==> src/rtl/cdet_pkg.sv <==
package cdet_pkg;
  typedef enum logic [1:0] {
    RX_IDLE  = 2'd0,
    RX_LIVE  = 2'd1,
    RX_DRAIN = 2'd2
  } rx_state_e;
endpackage

==> src/rtl/cdet_runlen.sv <==
// Counts consecutive high samples of din, saturating at N-1.
// hit is high when the current sample completes a run of at least N.
module cdet_runlen #(
  parameter int N = 4
) (
  input  logic clk,
  input  logic rst,
  input  logic din,
  output logic hit
);
  localparam int CW = (N > 1) ? $clog2(N) : 1;
  localparam logic [CW-1:0] SAT = CW'(N - 1);

  logic [CW-1:0] cnt;

  always_ff @(posedge clk) begin
    if (rst)
      cnt <= '0;
    else if (!din)
      cnt <= '0;
    else if (cnt != SAT)
      cnt <= cnt + 1'b1;
  end

  assign hit = din && (cnt == SAT);
endmodule

==> src/rtl/cdet_holdoff.sv <==
// Re-assertion blocking timer: busy for HOLD edges after load.
module cdet_holdoff #(
  parameter int HOLD = 10
) (
  input  logic clk,
  input  logic rst,
  input  logic load,
  output logic busy
);
  localparam int HW = $clog2(HOLD + 1);
  localparam logic [HW-1:0] HMAX = HW'(HOLD);

  logic [HW-1:0] cnt;

  always_ff @(posedge clk) begin
    if (rst)
      cnt <= '0;
    else if (load)
      cnt <= HMAX;
    else if (cnt != '0)
      cnt <= cnt - 1'b1;
  end

  assign busy = (cnt != '0);

  // a load always opens a blocking window on the next cycle
  assert_busy_after_load_R6: assert property (@(posedge clk) disable iff (rst)
    load |=> busy);
endmodule

==> src/rtl/cdet_rx_fsm.sv <==
// Receive-enable sequencing: idle -> live -> drain (wait for clock) -> idle.
module cdet_rx_fsm
  import cdet_pkg::*;
(
  input  logic clk,
  input  logic rst,
  input  logic qual_on,
  input  logic quiet_hit,
  input  logic rclk_rise,
  input  logic hold_busy,
  output logic hold_load,
  output logic rx_en,
  output logic acq_start
);
  rx_state_e state, state_n;
  logic      start_now;
  logic      gone_now;

  always_comb begin
    start_now = (state == RX_IDLE) && qual_on && !hold_busy;
    gone_now  = (state == RX_LIVE) && quiet_hit;
    hold_load = ((state == RX_DRAIN) || gone_now) && rclk_rise;
    state_n   = state;
    if (start_now)      state_n = RX_LIVE;
    else if (hold_load) state_n = RX_IDLE;
    else if (gone_now)  state_n = RX_DRAIN;
  end

  always_ff @(posedge clk) begin
    if (rst) begin
      state     <= RX_IDLE;
      rx_en     <= 1'b0;
      acq_start <= 1'b0;
    end else begin
      state     <= state_n;
      rx_en     <= (state_n != RX_IDLE);
      acq_start <= start_now;
    end
  end

  // the start pulse only accompanies a fresh rise of rx_en
  assert_acq_on_rise_R3: assert property (@(posedge clk) disable iff (rst)
    acq_start |-> (rx_en && !$past(rx_en)));
  // receive enable only drops on a sampled recovered-clock edge
  assert_fall_on_rclk_R5: assert property (@(posedge clk) disable iff (rst)
    $fell(rx_en) |-> $past(rclk_rise));
  // no re-assertion while the hold-off window is open
  assert_no_rise_in_holdoff_R6: assert property (@(posedge clk) disable iff (rst)
    $rose(rx_en) |-> !$past(hold_busy));
  // a rise needs a qualified run on the sampled edge
  assert_rise_needs_run_R2: assert property (@(posedge clk) disable iff (rst)
    $rose(rx_en) |-> $past(qual_on));
endmodule

==> src/rtl/cdet_col_flag.sv <==
// Collision indication: qualified turn-on, quiet-run turn-off.
module cdet_col_flag #(
  parameter int ON_N  = 3,
  parameter int OFF_N = 13
) (
  input  logic clk,
  input  logic rst,
  input  logic din,
  output logic flag
);
  logic on_hit;
  logic off_hit;

  cdet_runlen #(.N(ON_N)) u_on (
    .clk(clk), .rst(rst), .din(din), .hit(on_hit)
  );

  cdet_runlen #(.N(OFF_N)) u_off (
    .clk(clk), .rst(rst), .din(!din), .hit(off_hit)
  );

  always_ff @(posedge clk) begin
    if (rst)
      flag <= 1'b0;
    else if (!flag && on_hit)
      flag <= 1'b1;
    else if (flag && off_hit)
      flag <= 1'b0;
  end

  // the flag rises only on a sampled active level
  assert_col_rise_active_R7: assert property (@(posedge clk) disable iff (rst)
    $rose(flag) |-> $past(din));
  // the flag falls only on a sampled quiet level
  assert_col_fall_quiet_R8: assert property (@(posedge clk) disable iff (rst)
    $fell(flag) |-> !$past(din));
endmodule

==> src/rtl/cdet_top.sv <==
module cdet_top #(
  parameter int ON_SAMPLES      = 4,
  parameter int OFF_SAMPLES     = 13,
  parameter int HOLD_SAMPLES    = 10,
  parameter int COL_ON_SAMPLES  = 3,
  parameter int COL_OFF_SAMPLES = 13
) (
  input  logic clk,
  input  logic rst,
  input  logic rx_neg,
  input  logic col_neg,
  input  logic rclk_rise,
  output logic rx_en,
  output logic acq_start,
  output logic col_flag
);
  logic qual_on;
  logic quiet_hit;
  logic hold_busy;
  logic hold_load;

  cdet_runlen #(.N(ON_SAMPLES)) u_on_run (
    .clk(clk), .rst(rst), .din(rx_neg), .hit(qual_on)
  );

  cdet_runlen #(.N(OFF_SAMPLES)) u_quiet_run (
    .clk(clk), .rst(rst), .din(!rx_neg), .hit(quiet_hit)
  );

  cdet_holdoff #(.HOLD(HOLD_SAMPLES)) u_hold (
    .clk(clk), .rst(rst), .load(hold_load), .busy(hold_busy)
  );

  cdet_rx_fsm u_fsm (
    .clk(clk), .rst(rst), .qual_on(qual_on), .quiet_hit(quiet_hit),
    .rclk_rise(rclk_rise), .hold_busy(hold_busy), .hold_load(hold_load),
    .rx_en(rx_en), .acq_start(acq_start)
  );

  cdet_col_flag #(.ON_N(COL_ON_SAMPLES), .OFF_N(COL_OFF_SAMPLES)) u_col (
    .clk(clk), .rst(rst), .din(col_neg), .flag(col_flag)
  );

  // outputs are clear in the cycle after reset
  assert_reset_clear_R1: assert property (@(posedge clk)
    $past(rst) |-> (!rx_en && !acq_start && !col_flag));
endmodule

==> config.mk <==
export PLATFORM = sky130hd
export DESIGN_NAME = cdet_top
export DESIGN_NICKNAME = d
export VERILOG_FILES = /design/src/rtl/cdet_pkg.sv /design/src/rtl/cdet_runlen.sv /design/src/rtl/cdet_holdoff.sv /design/src/rtl/cdet_rx_fsm.sv /design/src/rtl/cdet_col_flag.sv /design/src/rtl/cdet_top.sv
export SDC_FILE = /design/constraint.sdc
export NUM_CORES = 1
export LEC_CHECK = 0
export ABC_CLOCK_PERIOD_IN_PS = 2770
export CORE_MARGIN = 3
export CORE_UTILIZATION = 40
export CTS_CLUSTER_DIAMETER = 200
export CTS_CLUSTER_SIZE = 28
export DETAILED_ROUTE_END_ITERATION = 8
export PLACE_DENSITY_LB_ADDON = 0.3
export SLEW_MARGIN = 20
export SYNTH_ARGS = -nofsm -noshare
export SYNTH_HDL_FRONTEND = slang
export SYNTH_HIERARCHICAL = 1
export SYNTH_SLANG_ARGS = --single-unit
==> constraint.sdc <==
create_clock -name clk -period 2.77 [get_ports clk]
set_clock_uncertainty 0.2 [all_clocks]
set_input_delay 0.4155 -clock clk [delete_from_list [all_inputs] [get_ports clk]]
set_output_delay 0.4155 -clock clk [all_outputs]
set_load 0.05 [all_outputs]
-- Word level (Yosys, flattened, before mapping)
Cells that the tools add are included.
- register bits after elaboration: 21
- word-level logic and storage cells: 59
- multiplexer cells: 7
- add/sub/neg operators: 5
- reduce and logical (&&, ||, !) cells: 25
- bitwise gates (word level): 2
- equality and inequality tests: 10
- operator list (operator ; number):
    1-bit logical AND ; 10
    2-bit OR reduction ; 5
    4-bit by 1-bit adder with 4-bit output, second input constant ; 2
    4-bit == test, second input constant ; 2
    4-bit 2-to-1 mux ; 2
    4-bit != test, second input constant ; 2
    2-bit == test, second input constant ; 3
    2-bit 2-to-1 mux ; 3
    2-bit nonzero test ; 3
    2-bit by 1-bit adder with 2-bit output, second input constant ; 2
    1-bit zero test ; 4
    2-bit != test, second input constant ; 2
    4-bit nonzero test ; 1
    4-bit by 1-bit subtractor with 4-bit output, second input constant ; 1
    2-bit by 1-bit == test with 1-bit output, second input constant ; 1
    2-bit zero test ; 1
    1-bit 2-to-1 mux ; 2
    1-bit NOT ; 2
    1-bit logical OR ; 1

-- Longest topological paths before layout
- depth in word-level cells: 8
- gate-level depth with buffers: 9
- mapped depth without buffers: 9

-- Modules after synthesis
The synthesis kept the hierarchy.
- by module, submodules not included (module ; times used ; sequential area each (µm²) ; cells each ; area each (µm²)):
    cdet_runlen (u_col.u_off ...) ; 2 ; 80.1 ; 25 ; 234.0
    cdet_holdoff ; 1 ; 80.1 ; 18 ; 166.4
    cdet_rx_fsm ; 1 ; 80.1 ; 16 ; 156.4
    cdet_runlen (u_col.u_on) ; 1 ; 40.0 ; 11 ; 101.3
    cdet_runlen (u_on_run) ; 1 ; 40.0 ; 9 ; 92.6
    cdet_col_flag ; 1 ; 20.0 ; 4 ; 35.0
    cdet_top ; 1 ; 0.0 ; 1 ; 3.8

-- Worst setup path after synthesis
OpenSTA, ideal clock, no wires.
- path kind: flip-flop to flip-flop
- from: register u_quiet_run.cnt[0]
- to: register u_hold.cnt[3]
- slack: 882 ps
- setup time: 124 ps
- data arrival time: 1564 ps
- period minus slack after synthesis: 1888 ps
- buffers on the path: 0
- cell stages (with the launch flop): 10
- cell sequence: dfxtp_1 inv_1 ha_1 and3_1 and2_1 nand2_1 mux2i_1 and2_1 nor4_1 nor3_1
- cells in the longest elaborated chain, start to end: 6
- elaborated cells on any way between the ends: 7
- classes of those cells: eq/ne: 1; mux: 1; reduce/logical: 5
- RTL lines (item ; line ; text):
    start, declared ; cdet_runlen.sv:14 ; logic [CW-1:0] cnt;
    start signal, assigned ; cdet_runlen.sv:22 ; cnt <= cnt + 1'b1;
    4-bit == test * ; cdet_runlen.sv:25 ; assign hit = din && (cnt == SAT);
    1-bit logical AND * ; cdet_runlen.sv:25 ;
    net quiet_hit ; cdet_top.sv:18 ; logic quiet_hit;
    1-bit logical AND * ; cdet_rx_fsm.sv:21 ; gone_now = (state == RX_LIVE) && quiet_hit;
    1-bit logical OR * ; cdet_rx_fsm.sv:22 ; hold_load = ((state == RX_DRAIN) || gone_now) && rclk_rise;
    1-bit logical AND * ; cdet_rx_fsm.sv:22 ;
    net hold_load ; cdet_top.sv:20 ; logic hold_load;
    4-bit 2-to-1 mux / 2-bit nonzero test (equally long branches) ; -- ;
    end signal, assigned ; cdet_holdoff.sv:21 ; cnt <= cnt - 1'b1;
    end, declared ; cdet_holdoff.sv:13 ; logic [HW-1:0] cnt;
The timed path passes the listed nets; every way through them passes the cells marked *.
A chain may end at the register's enable or synchronous reset.

-- Final worst setup path
- from: register u_quiet_run.cnt[0]
- to: register u_hold.cnt[0]
- cells in the longest elaborated chain, start to end: 6
- RTL lines (item ; line):
    4-bit == test ; cdet_runlen.sv:25
    1-bit logical AND ; cdet_runlen.sv:25
    net quiet_hit ; cdet_top.sv:18
    1-bit logical AND ; cdet_rx_fsm.sv:21
    1-bit logical OR ; cdet_rx_fsm.sv:22
    1-bit logical AND ; cdet_rx_fsm.sv:22
    net hold_load ; cdet_top.sv:20
    2-bit OR reduction (no line) ; --
The timed path passes the listed nets, and every way through them passes these cells.

==> reports/metrics.cfg <==
[worst_setup_path]
slowest_stage=dfxtp_1
path_class=reg -> reg
required_ps=2770
crit_fanout=6
crit_top_cell=and2_1
crit_path_cell_trace=inv_1 > ha_1 > and3_1 > and2_1 > nand2_1 > mux2i_1 > and2_1 > nor4_1
worstSetupEndpointType=flop
arrival_ps=2090
max_stage_delay_ps=420
critPathLaunchType=flop

[sta]
hold_viol=0
final-max-slew-violation-count=0
fmax_mhz=479
fin_crit_ps=2090
relSlewSlack_pct=64.1
tns_ps=0
setup_violations=0
worst_pin_slew_ps=537
period_share_pct=75.4
grt_setup_unrepaired=false

[die]
die_area_sq_um=3200
pin_count=8
coreArea_sq_um=2320
die_h_microns=56.6
dieWidth_microns=56.6
start_util_pct=44.1
rows=17

[clock_network]
cts_buffers=3
cts_hold_buf=0
cts-root-buf=clkbuf_4
postCtsSetupBuffers=0
cts_sinks=21
cts_tree=yes
clk_pin_slew_ps=110
cts-resized-gates=0
clk_path_buf_depth=2
clkLatencyLatePin_ps=300
cts_htree_levels=1

[pwr]
switchingPower_uw=114
power.leakage_uw=0.000450
p_int_uw=384
power_frac_comb_pct=8.2
swShare_pct=22.9
sequentialPowerShare_pct=63.1
p_clk_share_pct=28.7
fin_total_pwr_uw=498
power_density_nw_per_um2=431
peakVddDrop_mv=0.262

[routing]
drc=0
drt_iter0_drc=12
first_pass_iters=4
ant_nets=0
wire_per_inst_microns=11.0
via_per_inst=5.20
via_count=769
routed_wl_microns=1640

[layout]
area_growth_pct=12.8
nNetsFinal=132
drive_above_1_share_pct=12.5
mostFrequentLayoutCells=21 x dfxtp_1, 10 x nor2_1, 8 x inv_1
post-route-util_pct=49.8
num_antenna_cells=0
fin_cells=148
final_common_cell=dfxtp_1

[global_route]
grt_pass1_vias=737
grt_pass1_wl_microns=2970
antenna_found_initial=0
grt_max_degree=18
track_usage_pct=11.6
grt-ovfl-total=0

[place]
dp_hpwl_microns=1260
gp_congestion=0.699
dpl.cell_count=144
io_buffers=7

[logic_synthesis]
syn_area_per_cell_sq_um=9.39
ys_ff_latch=21
synth_ff_type=dfxtp_1
synthCells=109
ys_types=28
yosysSeqAreaShare_pct=41.1
syn_area_sq_um=1020
synth_edf_count=0
ys.warnings.count=6
synth_nets=120
synthArstFlopShare_pct=0

[worst_hold_path]
min_path_type=reg -> reg

[flow_run]
cap_violations=0

[outcome]
run_status=complete, no violations

## state kept, by name, indices dropped and copies added (netlist names)
name / cells
u_col/flag: 1
u_col/u_off/cnt: 4
u_fsm/rx_en: 1
u_hold/cnt: 4
u_fsm/state: 2
u_on_run/cnt: 2
u_quiet_run/cnt: 4
u_fsm/acq_start: 1
u_col/u_on/cnt: 2
## synth_stat cells (3+ instances only)
cell      count  area (sq um)
nand2b_1      5          31.3
and3_1        4          25.0
and2_1        5          31.3
inv_1         8          30.0
a211oi_2      4          50.1
nand3b_1      4          30.0
nand2_1       5          18.8
a31oi_1       3          18.8
nor2b_1       3          18.8
ha_1          6          75.1
a21oi_1       5          25.0
nor2_1       10          37.5
mux2i_1       5          50.1
dfxtp_1      21           420
## per-stage QoR
step           hold slack, ps  setup slack (ps)  area (sq um)
2_1_floorplan             244               882          1020
3_3_place_gp              250               724          1130
3_5_place_dp              262               668          1130
4_1_cts                   279               662          1150
5_1_grt                   305               449          1150
6_report                  273               681          1150
## path summary, 6_finish.rpt
path	start	end	slack (ps)	cells after the start
setup / recovery	u_quiet_run/cnt[0]	u_hold/cnt[0]	680	8
hold / removal	u_col/u_on/cnt[1]	u_col/u_on/cnt[1]	270	2
setup reg to reg	u_quiet_run/cnt[0]	u_hold/cnt[0]	680	8
hold reg to reg	u_col/u_on/cnt[1]	u_col/u_on/cnt[1]	270	2
## worst max-delay path: cells and delay by family (launching register included)
kind	cells	cell delay [ps]
adder cells (fa/ha/maj)	1	250
buffers and inverters	1	60
flip-flops	1	420
multiplexers	1	60
AND/OR/NAND/NOR	5	1000
## area by class of cell
cell class,instances,area [sq um]
sequential,21,420
tap,28,35.0
multi-input combinational,80,573
clock buffer,4,26.3
inverter,8,30.0
fill,234,1160
timing repair buffer,7,70.1
## power by group through the flow
stage | Sequential [uW] | Combinational, uW | Clock [uW]
CTS | 314 | 41.6 | 154
detailed placement | 321 | 41.2 | 0
global placement | 321 | 39.1 | 0
finish | 314 | 40.9 | 143
global route | 316 | 47.3 | 168
floorplan | 322 | 24.0 | 0
## metal layers
layer / track usage [%] / wire (microns) / vias to the layer above / part of all wire (%)
li1: - / - / 404 / -
met2: 19.3 / 775 / 11 / 47
met4: 3.05 / 14 / 0 / 0.86
met3: 4.37 / 80 / 2 / 4.9
met1: 13.8 / 764 / 352 / 47
met5: 0 / 0 / - / 0
## logic make-up (layout without fill, tap and decap cells)
logic type | count (synthesis) | count (layout) | share of synthesized area, %
AND/OR/NAND/NOR | 48 | 48 | 27.8
buffers and inverters | 8 | 19 | 2.93
adder cells (fa/ha/maj) | 6 | 6 | 7.33
XOR/XNOR | 2 | 2 | 1.71
flip-flops | 21 | 21 | 41.1
multiplexers | 5 | 5 | 4.89
AO/OA/AOI/OAI | 19 | 19 | 14.3
(Power assumes the default switching activity.)
